==> src/rtl/snc_pkg.sv <==
package snc_pkg;
  typedef enum logic [1:0] {
    CS_IDLE  = 2'd0,
    CS_FILL  = 2'd1,
    CS_WRITE = 2'd2
  } ctl_state_t;
endpackage

==> src/rtl/snc_tag_store.sv <==
module snc_tag_store #(
  parameter int LINES = 16,
  parameter int TAG_W = 12,
  localparam int IDX_W = $clog2(LINES)
) (
  input  logic             clk,
  input  logic             rst_n,
  input  logic [IDX_W-1:0] lk_idx,
  input  logic [TAG_W-1:0] lk_tag,
  output logic             lk_hit,
  input  logic             wr_en,
  input  logic [TAG_W-1:0] wr_tag,
  input  logic             snp_en,
  input  logic [IDX_W-1:0] snp_idx,
  input  logic [TAG_W-1:0] snp_tag,
  output logic             snp_match,
  output logic             snp_clash
);
  logic [LINES-1:0] valid_q;
  logic [TAG_W-1:0] tag_q [LINES];
  logic [LINES-1:0] kill;

  assign lk_hit    = valid_q[lk_idx] && (tag_q[lk_idx] == lk_tag);
  assign snp_match = snp_en && valid_q[snp_idx] && (tag_q[snp_idx] == snp_tag);
  assign snp_clash = snp_en && (snp_idx == lk_idx);

  for (genvar g = 0; g < LINES; g++) begin : g_line
    assign kill[g] = snp_en && (snp_idx == IDX_W'(g)) &&
                     ((valid_q[g] && tag_q[g] == snp_tag) ||
                      (wr_en && lk_idx == IDX_W'(g)));

    always_ff @(posedge clk) begin
      if (!rst_n)                               valid_q[g] <= 1'b0;
      else if (kill[g])                         valid_q[g] <= 1'b0;
      else if (wr_en && lk_idx == IDX_W'(g))    valid_q[g] <= 1'b1;
    end

    always_ff @(posedge clk) begin
      if (wr_en && lk_idx == IDX_W'(g)) tag_q[g] <= wr_tag;
    end
  end

  AST_SNOOP_INVALIDATES: assert property (@(posedge clk) disable iff (!rst_n)
    snp_match |=> !valid_q[$past(snp_idx)]);
  AST_CLASH_WINS: assert property (@(posedge clk) disable iff (!rst_n)
    (wr_en && snp_clash) |=> !valid_q[$past(lk_idx)]);
  AST_FILL_SETS_VALID: assert property (@(posedge clk) disable iff (!rst_n)
    (wr_en && !snp_clash) |=> valid_q[$past(lk_idx)]);
  AST_RESET_CLEARS: assert property (@(posedge clk)
    !rst_n |=> valid_q == '0);
endmodule

==> src/rtl/snc_data_store.sv <==
module snc_data_store #(
  parameter int LINES  = 16,
  parameter int DATA_W = 32,
  localparam int IDX_W = $clog2(LINES)
) (
  input  logic              clk,
  input  logic              wr_en,
  input  logic [IDX_W-1:0]  idx,
  input  logic [DATA_W-1:0] wr_data,
  output logic [DATA_W-1:0] rd_data
);
  logic [DATA_W-1:0] word_q [LINES];

  always_ff @(posedge clk) begin
    if (wr_en) word_q[idx] <= wr_data;
  end

  assign rd_data = word_q[idx];
endmodule

==> src/rtl/snc_ctrl.sv <==
module snc_ctrl
  import snc_pkg::*;
#(
  parameter int ADDR_W = 16,
  parameter int DATA_W = 32
) (
  input  logic              clk,
  input  logic              rst_n,
  input  logic              cpu_req,
  input  logic              cpu_we,
  input  logic [ADDR_W-1:0] cpu_addr,
  input  logic [DATA_W-1:0] cpu_wdata,
  output logic              cpu_ready,
  input  logic              lk_hit,
  input  logic              snp_clash,
  input  logic              bus_ack,
  output logic              bus_req,
  output logic              bus_we,
  output logic [ADDR_W-1:0] bus_addr,
  output logic [DATA_W-1:0] bus_wdata,
  output logic              line_wr,
  output logic              in_idle,
  output logic              in_fill
);
  ctl_state_t state_q, state_d;
  logic [ADDR_W-1:0] addr_q;
  logic [DATA_W-1:0] wdata_q;
  logic              read_hit;
  logic              accept;

  assign in_idle   = (state_q == CS_IDLE);
  assign in_fill   = (state_q == CS_FILL);
  assign read_hit  = in_idle && cpu_req && !cpu_we && lk_hit && !snp_clash;
  assign accept    = in_idle && cpu_req && !read_hit;
  assign bus_addr  = addr_q;
  assign bus_wdata = wdata_q;

  always_comb begin
    state_d   = state_q;
    cpu_ready = 1'b0;
    bus_req   = 1'b0;
    bus_we    = 1'b0;
    line_wr   = 1'b0;
    unique case (state_q)
      CS_IDLE: begin
        if (read_hit)    cpu_ready = 1'b1;
        else if (accept) state_d = cpu_we ? CS_WRITE : CS_FILL;
      end
      CS_FILL: begin
        bus_req = 1'b1;
        if (bus_ack) begin
          cpu_ready = 1'b1;
          line_wr   = 1'b1;
          state_d   = CS_IDLE;
        end
      end
      CS_WRITE: begin
        bus_req = 1'b1;
        bus_we  = 1'b1;
        if (bus_ack) begin
          cpu_ready = 1'b1;
          line_wr   = lk_hit;
          state_d   = CS_IDLE;
        end
      end
      default: state_d = CS_IDLE;
    endcase
  end

  always_ff @(posedge clk) begin
    if (!rst_n) state_q <= CS_IDLE;
    else        state_q <= state_d;
  end

  always_ff @(posedge clk) begin
    if (accept) begin
      addr_q  <= cpu_addr;
      wdata_q <= cpu_wdata;
    end
  end

  AST_READY_NEEDS_REQ: assert property (@(posedge clk) disable iff (!rst_n)
    cpu_ready |-> cpu_req);
  AST_BUS_HOLD: assert property (@(posedge clk) disable iff (!rst_n)
    (bus_req && !bus_ack) |=> (bus_req && $stable(bus_addr) && $stable(bus_we) && $stable(bus_wdata)));
  AST_MISS_FETCHES: assert property (@(posedge clk) disable iff (!rst_n)
    (in_idle && cpu_req && !cpu_we && !cpu_ready) |=> (bus_req && !bus_we && bus_addr == $past(cpu_addr)));
  AST_WRITE_THROUGH: assert property (@(posedge clk) disable iff (!rst_n)
    (in_idle && cpu_req && cpu_we) |=> (bus_req && bus_we && bus_wdata == $past(cpu_wdata)));
  AST_HIT_NO_BUS: assert property (@(posedge clk) disable iff (!rst_n)
    (in_idle && cpu_ready) |=> !bus_req);
endmodule

==> src/rtl/snc_cache.sv <==
module snc_cache #(
  parameter int ADDR_W = 16,
  parameter int DATA_W = 32,
  parameter int LINES  = 16,
  localparam int IDX_W = $clog2(LINES),
  localparam int TAG_W = ADDR_W - IDX_W
) (
  input  logic              clk,
  input  logic              rst_n,
  input  logic              cpu_req,
  input  logic              cpu_we,
  input  logic [ADDR_W-1:0] cpu_addr,
  input  logic [DATA_W-1:0] cpu_wdata,
  output logic [DATA_W-1:0] cpu_rdata,
  output logic              cpu_ready,
  output logic              bus_req,
  output logic              bus_we,
  output logic [ADDR_W-1:0] bus_addr,
  output logic [DATA_W-1:0] bus_wdata,
  input  logic [DATA_W-1:0] bus_rdata,
  input  logic              bus_ack,
  input  logic              snp_valid,
  input  logic [ADDR_W-1:0] snp_addr
);
  function automatic logic [IDX_W-1:0] line_of(input logic [ADDR_W-1:0] a);
    return a[IDX_W-1:0];
  endfunction

  function automatic logic [TAG_W-1:0] tag_of(input logic [ADDR_W-1:0] a);
    return a[ADDR_W-1:IDX_W];
  endfunction

  logic [ADDR_W-1:0] lk_addr;
  logic              lk_hit, snp_match, snp_clash;
  logic              line_wr, in_idle, in_fill;
  logic [DATA_W-1:0] line_data, fill_data;

  assign lk_addr   = in_idle ? cpu_addr : bus_addr;
  assign fill_data = in_fill ? bus_rdata : bus_wdata;
  assign cpu_rdata = in_fill ? bus_rdata : line_data;

  snc_tag_store #(.LINES(LINES), .TAG_W(TAG_W)) u_tags (
    .clk       (clk),
    .rst_n     (rst_n),
    .lk_idx    (line_of(lk_addr)),
    .lk_tag    (tag_of(lk_addr)),
    .lk_hit    (lk_hit),
    .wr_en     (line_wr),
    .wr_tag    (tag_of(lk_addr)),
    .snp_en    (snp_valid),
    .snp_idx   (line_of(snp_addr)),
    .snp_tag   (tag_of(snp_addr)),
    .snp_match (snp_match),
    .snp_clash (snp_clash)
  );

  snc_data_store #(.LINES(LINES), .DATA_W(DATA_W)) u_data (
    .clk     (clk),
    .wr_en   (line_wr),
    .idx     (line_of(lk_addr)),
    .wr_data (fill_data),
    .rd_data (line_data)
  );

  snc_ctrl #(.ADDR_W(ADDR_W), .DATA_W(DATA_W)) u_ctrl (
    .clk       (clk),
    .rst_n     (rst_n),
    .cpu_req   (cpu_req),
    .cpu_we    (cpu_we),
    .cpu_addr  (cpu_addr),
    .cpu_wdata (cpu_wdata),
    .cpu_ready (cpu_ready),
    .lk_hit    (lk_hit),
    .snp_clash (snp_clash),
    .bus_ack   (bus_ack),
    .bus_req   (bus_req),
    .bus_we    (bus_we),
    .bus_addr  (bus_addr),
    .bus_wdata (bus_wdata),
    .line_wr   (line_wr),
    .in_idle   (in_idle),
    .in_fill   (in_fill)
  );

  AST_CLASH_BLOCKS_HIT: assert property (@(posedge clk) disable iff (!rst_n)
    (in_idle && cpu_req && !cpu_we && snp_clash) |-> !cpu_ready);
  AST_SNOOP_THEN_MISS: assert property (@(posedge clk) disable iff (!rst_n)
    (snp_match && !(cpu_req && in_idle)) |=> !(lk_hit && lk_addr == $past(snp_addr)));
endmodule

==> config.mk <==
export PLATFORM = sky130hd
export DESIGN_NAME = snc_cache
export DESIGN_NICKNAME = d
export VERILOG_FILES = /design/src/rtl/snc_pkg.sv /design/src/rtl/snc_tag_store.sv /design/src/rtl/snc_data_store.sv /design/src/rtl/snc_ctrl.sv /design/src/rtl/snc_cache.sv
export SDC_FILE = /design/constraint.sdc
export NUM_CORES = 1
export LEC_CHECK = 0
export BUFFER_PORTS_ARGS = -buffer_cell sky130_fd_sc_hd__buf_2
export CAP_MARGIN = 20
export CORE_ASPECT_RATIO = 1.2
export CORE_UTILIZATION = 50
export DETAILED_ROUTE_END_ITERATION = 16
export PLACE_DENSITY_LB_ADDON = 0.12
export SLEW_MARGIN = 10
export SYNTH_ARGS = -nofsm -noshare
export SYNTH_HDL_FRONTEND = slang
export SYNTH_SLANG_ARGS = --single-unit
==> constraint.sdc <==
create_clock -name clk -period 8 [get_ports clk]
set_input_delay 1.2 -clock clk [delete_from_list [all_inputs] [get_ports clk]]
set_output_delay 1.2 -clock clk [all_outputs]
set_load 0.02 [all_outputs]
==> results.md, run 1 <==
- Mean Syn Cell Area: 16.9 um2
- Yosys cell types: 60
- RD Place Congestion: 0.991
- Clock-pin slew on the worst setup and hold paths: 0.07 ns
- Clock sinks: 770
- Pwr Total: 9.40 mW
- Async set-or-reset flop fraction in the synthesized netlist: 0
- Cells after Synth: 1941
- Fin util: 0.581
- # Post-CTS Setup Buffers: 0
- GR Util All Layers: 0.288
- Number of buffers added on ports: 184
- Share of cells above drive strength 1: 0.248
- Gate power share: 0.120
- WL final: 95900 um
- FF+latch count, synth: 770
- Switch share: 0.243
- Worst Skew: 0.0246 ns
- Setup WS pre-CTS: 1.52 ns
- Sequential area share after synthesis: 0.698
- Data required, critical path: 6.80 ns
- Top fanout value on the critical path: 63
- Hold_buf cts: 0
- Mapped Nets: 2047
- Num CTS Buffers: 77
- First-pass iteration count of the detailed router: 5
- Setup Crit Path Kind: reg -> out
- Largest net degree at the start of global routing: 98
- Post-synth EDFFs: 752
- Final hold vios: 0
- Slew HR: 0.275
- Area added between synthesis and finish: 14.5%
- Final setup TNS: 0 ns
- Clock power share: 0.396
- DRC viols: 0
- Switching power: 2.28 mW
- Drt via density: 6.36
- First-pass GRT wire length: 136000 um
- DIE WIDTH: 236 um
- Clock latency on the worst-skew pair: 0.63 ns
- Hpwl dp: 60300 um
- Final Max Tran Viols: 0
- Core area: 64700 um2
- Worst vdd ir: 0.000191 V
- H-tree Lvls: 3
- DR vias: 19373
- Congestion Overflow GR: 0
- Starting DRT DRC Count: 2131
- Die area: 66700 um2
- Cell Area, Synth: 32800 um2
- Final setup violation count: 0
- Final worst slack: 1.15 ns
- CTS tree: done
- Row cnt: 102
- Number of global-route vias before repair: 19250
- Drt wl/cell: 31.5 um
- Placed instance area: 35000 um2
- Worst slew pin tran: 1.09 ns
- Setup crit end kind: primary output
- Dominant synthesized flop cell: edfxtp_1
- Critical Path AT: 5.65 ns
- Pwr Density: 250 nW/um2
- ANT nets after route: 0
- Initial antenna violation count: 3
- Synth Warn #: 0
- Setup crit start kind: flip-flop
- Crit share post-route: 0.856
- Seq pwr share: 0.484
- Fillcell total: 4951
- Root buf cell: clkbuf_16
- Leak pwr: 12.5 nW
- Num ports: 185
- Fin nets: 2255
- F_max: 146 MHz
- RSZ-0062 raised after global routing: false
- Worst min-delay path class: reg -> reg
- Status: completed
- Finished Cell Area: 37600 um2
- MaxCap Viol Count: 0
- # resized after CTS: 0
- Worst setup slack for register-to-register paths: 1.36 ns
- Final min period: 6.85 ns
- Clk buf depth: 3
- Initial Util: 0.508
- Internal power: 7.12 mW
- Die Span Y: 283 um
==> final timing paths <==
kind                                             to  depth (start not counted)          startpoint
worst max-delay path                  cpu_rdata[27]                         11   u_ctrl.state_q[1]
worst min-delay path             u_tags.valid_q[10]                          2  u_tags.valid_q[10]
worst max register to register  u_data.word_q[0][5]                         14   u_ctrl.state_q[1]
worst min register to register   u_tags.valid_q[10]                          2  u_tags.valid_q[10]
==> critical path, stage by stage (launching register included) <==
cell and delay, ns:
dfxtp_1 0.36, inv_1 0.15, ha_2 0.54, buf_4 0.41, mux2i_4 0.82, buf_12 0.47
buf_4 0.57, mux4_2 0.58, a22o_1 0.25, a221oi_1 0.35, o21ai_0 0.15, buf_2 0.22
==> state kept, by name, indices dropped and copies added (netlist names) <==
name / cells
u_ctrl.bus_wdata: 32
u_tags.tag_q: 192
u_ctrl.bus_addr: 16
u_tags.valid_q: 16
u_ctrl.state_q: 2
u_data.word_q: 512
==> final cells by class <==
type                            instances  area, um2  area share
Sequential cell                       770      22900       0.610
Multi-Input combinational cell        992       9310       0.248
Clock buffer                           98       2070      0.0550
Timing Repair Buffer                  267       1580      0.0419
Tap cell                              832       1040      0.0277
Clock inverter                         43        518      0.0138
Inverter                               41        154     0.00409
Antenna cell                            1       2.50   0.0000665
==> power by group through the flow <==
stage | combinational [mW] | clock, mW | sequential, mW
6_report | 1.13 | 3.72 | 4.55
3_3_place_gp | 1.10 | 0 | 4.63
2_1_floorplan | 0.668 | 0 | 4.66
5_1_grt | 1.19 | 3.92 | 4.55
3_5_place_dp | 1.12 | 0 | 4.64
4_1_cts | 1.12 | 3.78 | 4.55
==> logic make-up (layout without fill, tap and decap cells) <==
family / Yosys count / count (layout) / synth area share
adder cells (fa/ha/maj): 4 / 4 / 0.00152
AO/OA/AOI/OAI: 402 / 402 / 0.0872
other: 0 / 1 / 0
flip-flops: 770 / 770 / 0.698
XOR/XNOR: 204 / 204 / 0.0544
AND/OR/NAND/NOR: 227 / 227 / 0.0366
multiplexers: 155 / 155 / 0.0990
buffers and inverters: 179 / 449 / 0.0229
==> routing by layer <==
layer,part of all wire,track usage,vias to the layer above
li1,-,-,8220
met1,0.39,0.368,9995
met2,0.49,0.472,919
met3,0.067,0.0469,237
met4,0.055,0.163,2
met5,0.00010,0,-
==> Yosys cell counts, drive strengths merged (3+ instances only) <==
cell type / count / area, um2
edfxtp: 752 / 22600
xor2: 179 / 1570
mux4: 135 / 3040
a21o: 122 / 916
clkbuf: 86 / 323
o21ai: 85 / 425
nor4: 56 / 350
buf: 52 / 275
a21oi: 45 / 225
nand2: 42 / 158
inv: 41 / 154
nand3: 37 / 185
nor3: 34 / 170
a22o: 33 / 289
a221oi: 32 / 280
a41oi: 26 / 228
xnor2: 25 / 219
dfxtp: 18 / 360
nor2: 18 / 67.6
and2: 13 / 81.3
o22ai: 12 / 75.1
a311oi: 11 / 96.3
mux2i: 11 / 110
mux2: 9 / 101
o2111ai: 7 / 61.3
a211oi: 5 / 37.5
nand3b: 5 / 37.5
nand4: 5 / 31.3
nor2b: 5 / 31.3
o41ai: 5 / 62.6
a2111oi: 4 / 36.3
ha: 4 / 50.1
or3b: 4 / 35.0
a22oi: 3 / 27.5
==> cells in the final DEF, fill, tap and decap left out, types with 12 or more instances in the layout <==
cell type  netlist  routed
a221oi_1        32      32
dfxtp_1         18      18
nand3_1         37      37
nor3_1          34      22
xor2_1         179     179
a41oi_1         26      26
buf_4            4      79
a21o_1         122     122
nand2_1         42      42
clkinv_1         0      16
a22o_1          33      32
clkbuf_1        86      18
inv_1           41      41
o21ai_0         84      71
buf_2           28     184
edfxtp_1       752     752
nor2_1          18      17
clkbuf_16        0      80
mux4_2         135     135
o21ai_1          1      13
nor3_2           0      12
nor4_1          56      55
xnor2_1         25      25
a21oi_1         45      45
==> per-stage QoR <==
step	hold WS (ns)	instances
after floorplan	0.484	1941
after global placement	0.514	2895
after detailed placement	0.526	2896
after CTS	0.532	3037
after global routing	0.547	3043
final	0.540	3044
Power figures use the tool's default switching activity.
==> run 2, diff against run 1 <==
--- a/config.mk
+++ b/config.mk
@@ -10,7 +10,7 @@
 export CORE_ASPECT_RATIO = 1.2
 export CORE_UTILIZATION = 50
 export DETAILED_ROUTE_END_ITERATION = 16
-export PLACE_DENSITY_LB_ADDON = 0.12
+export PLACE_DENSITY = 0.74
 export SLEW_MARGIN = 10
 export SYNTH_ARGS = -nofsm -noshare
 export SYNTH_HDL_FRONTEND = slang
==> results.md, run 2 (synthesis results as in run 1) <==
- GR Util All Layers: 0.282 (-0.00559)
- GR Layer Usage met1: 0.348 (-0.0203)
- Drt wl/cell: 30.8 um (-2.4%)
- Pwr Density: 244 nW/um2 (-2.5%)
- Leak pwr: 12.4 nW (-0.62%)
- Final setup TNS: 0 ns (unchanged)
- Critical Path AT: 5.56 ns (-0.09 ns)
- Pwr Total: 9.13 mW (-2.9%)
- # Post-CTS Setup Buffers: 0 (unchanged)
- Most flops, register: u_data.word_q
- Congestion Overflow GR: 0 (unchanged)
- DR vias: 19681 (+1.6%)
- CTS tree: done
- Share of cells above drive strength 1: 0.250 (+0.00215)
- Die Span Y: 283 um (unchanged)
- H-tree Lvls: 3 (unchanged)
- Final hold vios: 0 (unchanged)
- Met3 global-route usage: 0.0395 (-0.00739)
- Largest net degree at the start of global routing: 102 (+4.1%)
- Worst min-delay path class: reg -> reg
- Die area: 66700 um2 (unchanged)
- Core area: 64700 um2 (unchanged)
- Number of global-route vias before repair: 19799 (+2.9%)
- ANT nets after route: 0 (unchanged)
- Final min period: 6.76 ns (-0.0907 ns)
- Initial antenna violation count: 1 (-2)
- Clock latency on the worst-skew pair: 0.63 ns (about the same)
- DIE WIDTH: 236 um (unchanged)
- Area added between synthesis and finish: 14.1%
- Crit share post-route: 0.845 (-0.0113)
- Number of buffers added on ports: 184 (unchanged)
- DRC viols: 0 (unchanged)
- Most common cell after layout, fill and taps aside: edfxtp_1
- Commonest non-fill, non-tap cells in the layout: edfxtp_1, buf_2, xor2_1
- Row cnt: 102 (unchanged)
- Clock sinks: 770 (unchanged)
- Num CTS Buffers: 77 (unchanged)
- Worst Skew: 0.0286 ns (+0.00395 ns)
- Clock-pin slew on the worst setup and hold paths: 0.06 ns (about the same)
- Most Crowded Layer GR: met2
- Num ports: 185 (unchanged)
- Met2 Use GR: 0.474 (+0.00166)
- Max FFs per register: 512 (unchanged)
- Starting DRT DRC Count: 2062 (-3.2%)
- Hold_buf cts: 0 (unchanged)
- Root buf cell: clkbuf_16
- Fin nets: 2261 (+0.27%)
- Setup crit end kind: primary output
- Data required, critical path: 6.80 ns (about the same)
- Top fanout value on the critical path: 85 (+35%)
- First-pass iteration count of the detailed router: 6 (+1)
- F_max: 148 MHz (+1.3%)
- # resized after CTS: 0 (unchanged)
- RD Place Congestion: 1.03 (+3.6%)
- Worst vdd ir: 0.000222 V (+16%)
- Drt via density: 6.45 (+1.4%)
- Worst slew pin tran: 1.07 ns (-0.0205 ns)
- Final setup violation count: 0 (unchanged)
- Min Hold Slack: 0.530 ns (-0.00954 ns)
- Final Max Tran Viols: 0 (unchanged)
- MaxCap Viol Count: 0 (unchanged)
- WL final: 93800 um (-2.2%)
- Status: completed
- First-pass GRT wire length: 135000 um (-0.77%)
- Setup Crit Path Kind: reg -> out
- Clk buf depth: 3 (unchanged)
- Fillcell total: 4726 (-4.5%)
- Initial Util: 0.508 (unchanged)
- RSZ-0062 raised after global routing: false
- Slew HR: 0.284 (+0.00891)
- Setup crit start kind: flip-flop
- Hpwl dp: 58100 um (-3.6%)
## run 2: cell types whose count changed in the layout (fill, tap and decap cells not counted), sizes merged
cell / before / now
buf: 266 / 271
bufinv: 11 / 3
clkinvlp: 1 / 6
clkbuf: 99 / 100
diode: 1 / 2
clkinv: 28 / 30
## run 2: critical path, stage by stage, from the launching register on
cell and delay (ns):
dfxtp_1 0.37, inv_1 0.11, ha_2 0.58, buf_4 0.42, mux2_8 0.70, mux4_2 0.62
nor2_1 0.16, nor2_1 0.07, a31o_1 0.22, a2111o_1 0.42, nor4_1 0.60, buf_4 0.26
a21oi_1 0.05, nor2_1 0.08, buf_2 0.16
## run 2: area by class of cell
cell class	instances	area [um2]	area share
multi-input combinational	992	9320	0.249
timing repair buffer	273	1600	0.0427
tap	832	1040	0.0278
inverter	41	154	0.00411
sequential	770	22900	0.612
clock buffer	98	2050	0.0547
antenna	2	5.00	0.000134
clock inverter	42	370	0.00988
## run 2: through the flow
stage | std cells | util | instance area (um2) | setup slack [ns]
2_1_floorplan | 1941 | - | 32800 | 0.894
3_3_place_gp | 2901 | 0.541 | 35000 | 1.72
3_5_place_dp | 2904 | 0.541 | 35000 | 1.67
4_1_cts | 3044 | 0.579 | 37400 | 1.18
5_1_grt | 3049 | 0.579 | 37500 | 0.949
6_report | 3050 | 0.579 | 37500 | 1.24
## run 2: worst paths after layout
path                                   startpoint               endpoint  slack, ns  cells after the start
worst max register to register  u_ctrl.state_q[0]  u_data.word_q[15][28]       1.56                     14
worst max-delay path            u_ctrl.state_q[0]              cpu_ready       1.24                     14
worst min register to register  u_tags.valid_q[8]      u_tags.valid_q[8]       0.53                      2
worst min-delay path            u_tags.valid_q[8]      u_tags.valid_q[8]       0.53                      2
## run 2: layer usage
| metal | vias up | wire, um |
|---|---|---|
| li1 | 8220 | - |
| met1 | 10005 | 34700 |
| met2 | 1137 | 46300 |
| met3 | 319 | 6530 |
| met4 | 0 | 6340 |
| met5 | - | 0 |
## run 2: power by group
| group | leakage, nW | switching [mW] | internal [mW] |
|---|---|---|---|
| clock network | 1.16 | 1.55 | 1.93 |
| logic | 4.33 | 0.716 | 0.386 |
| registers | 6.94 | 0.0144 | 4.53 |
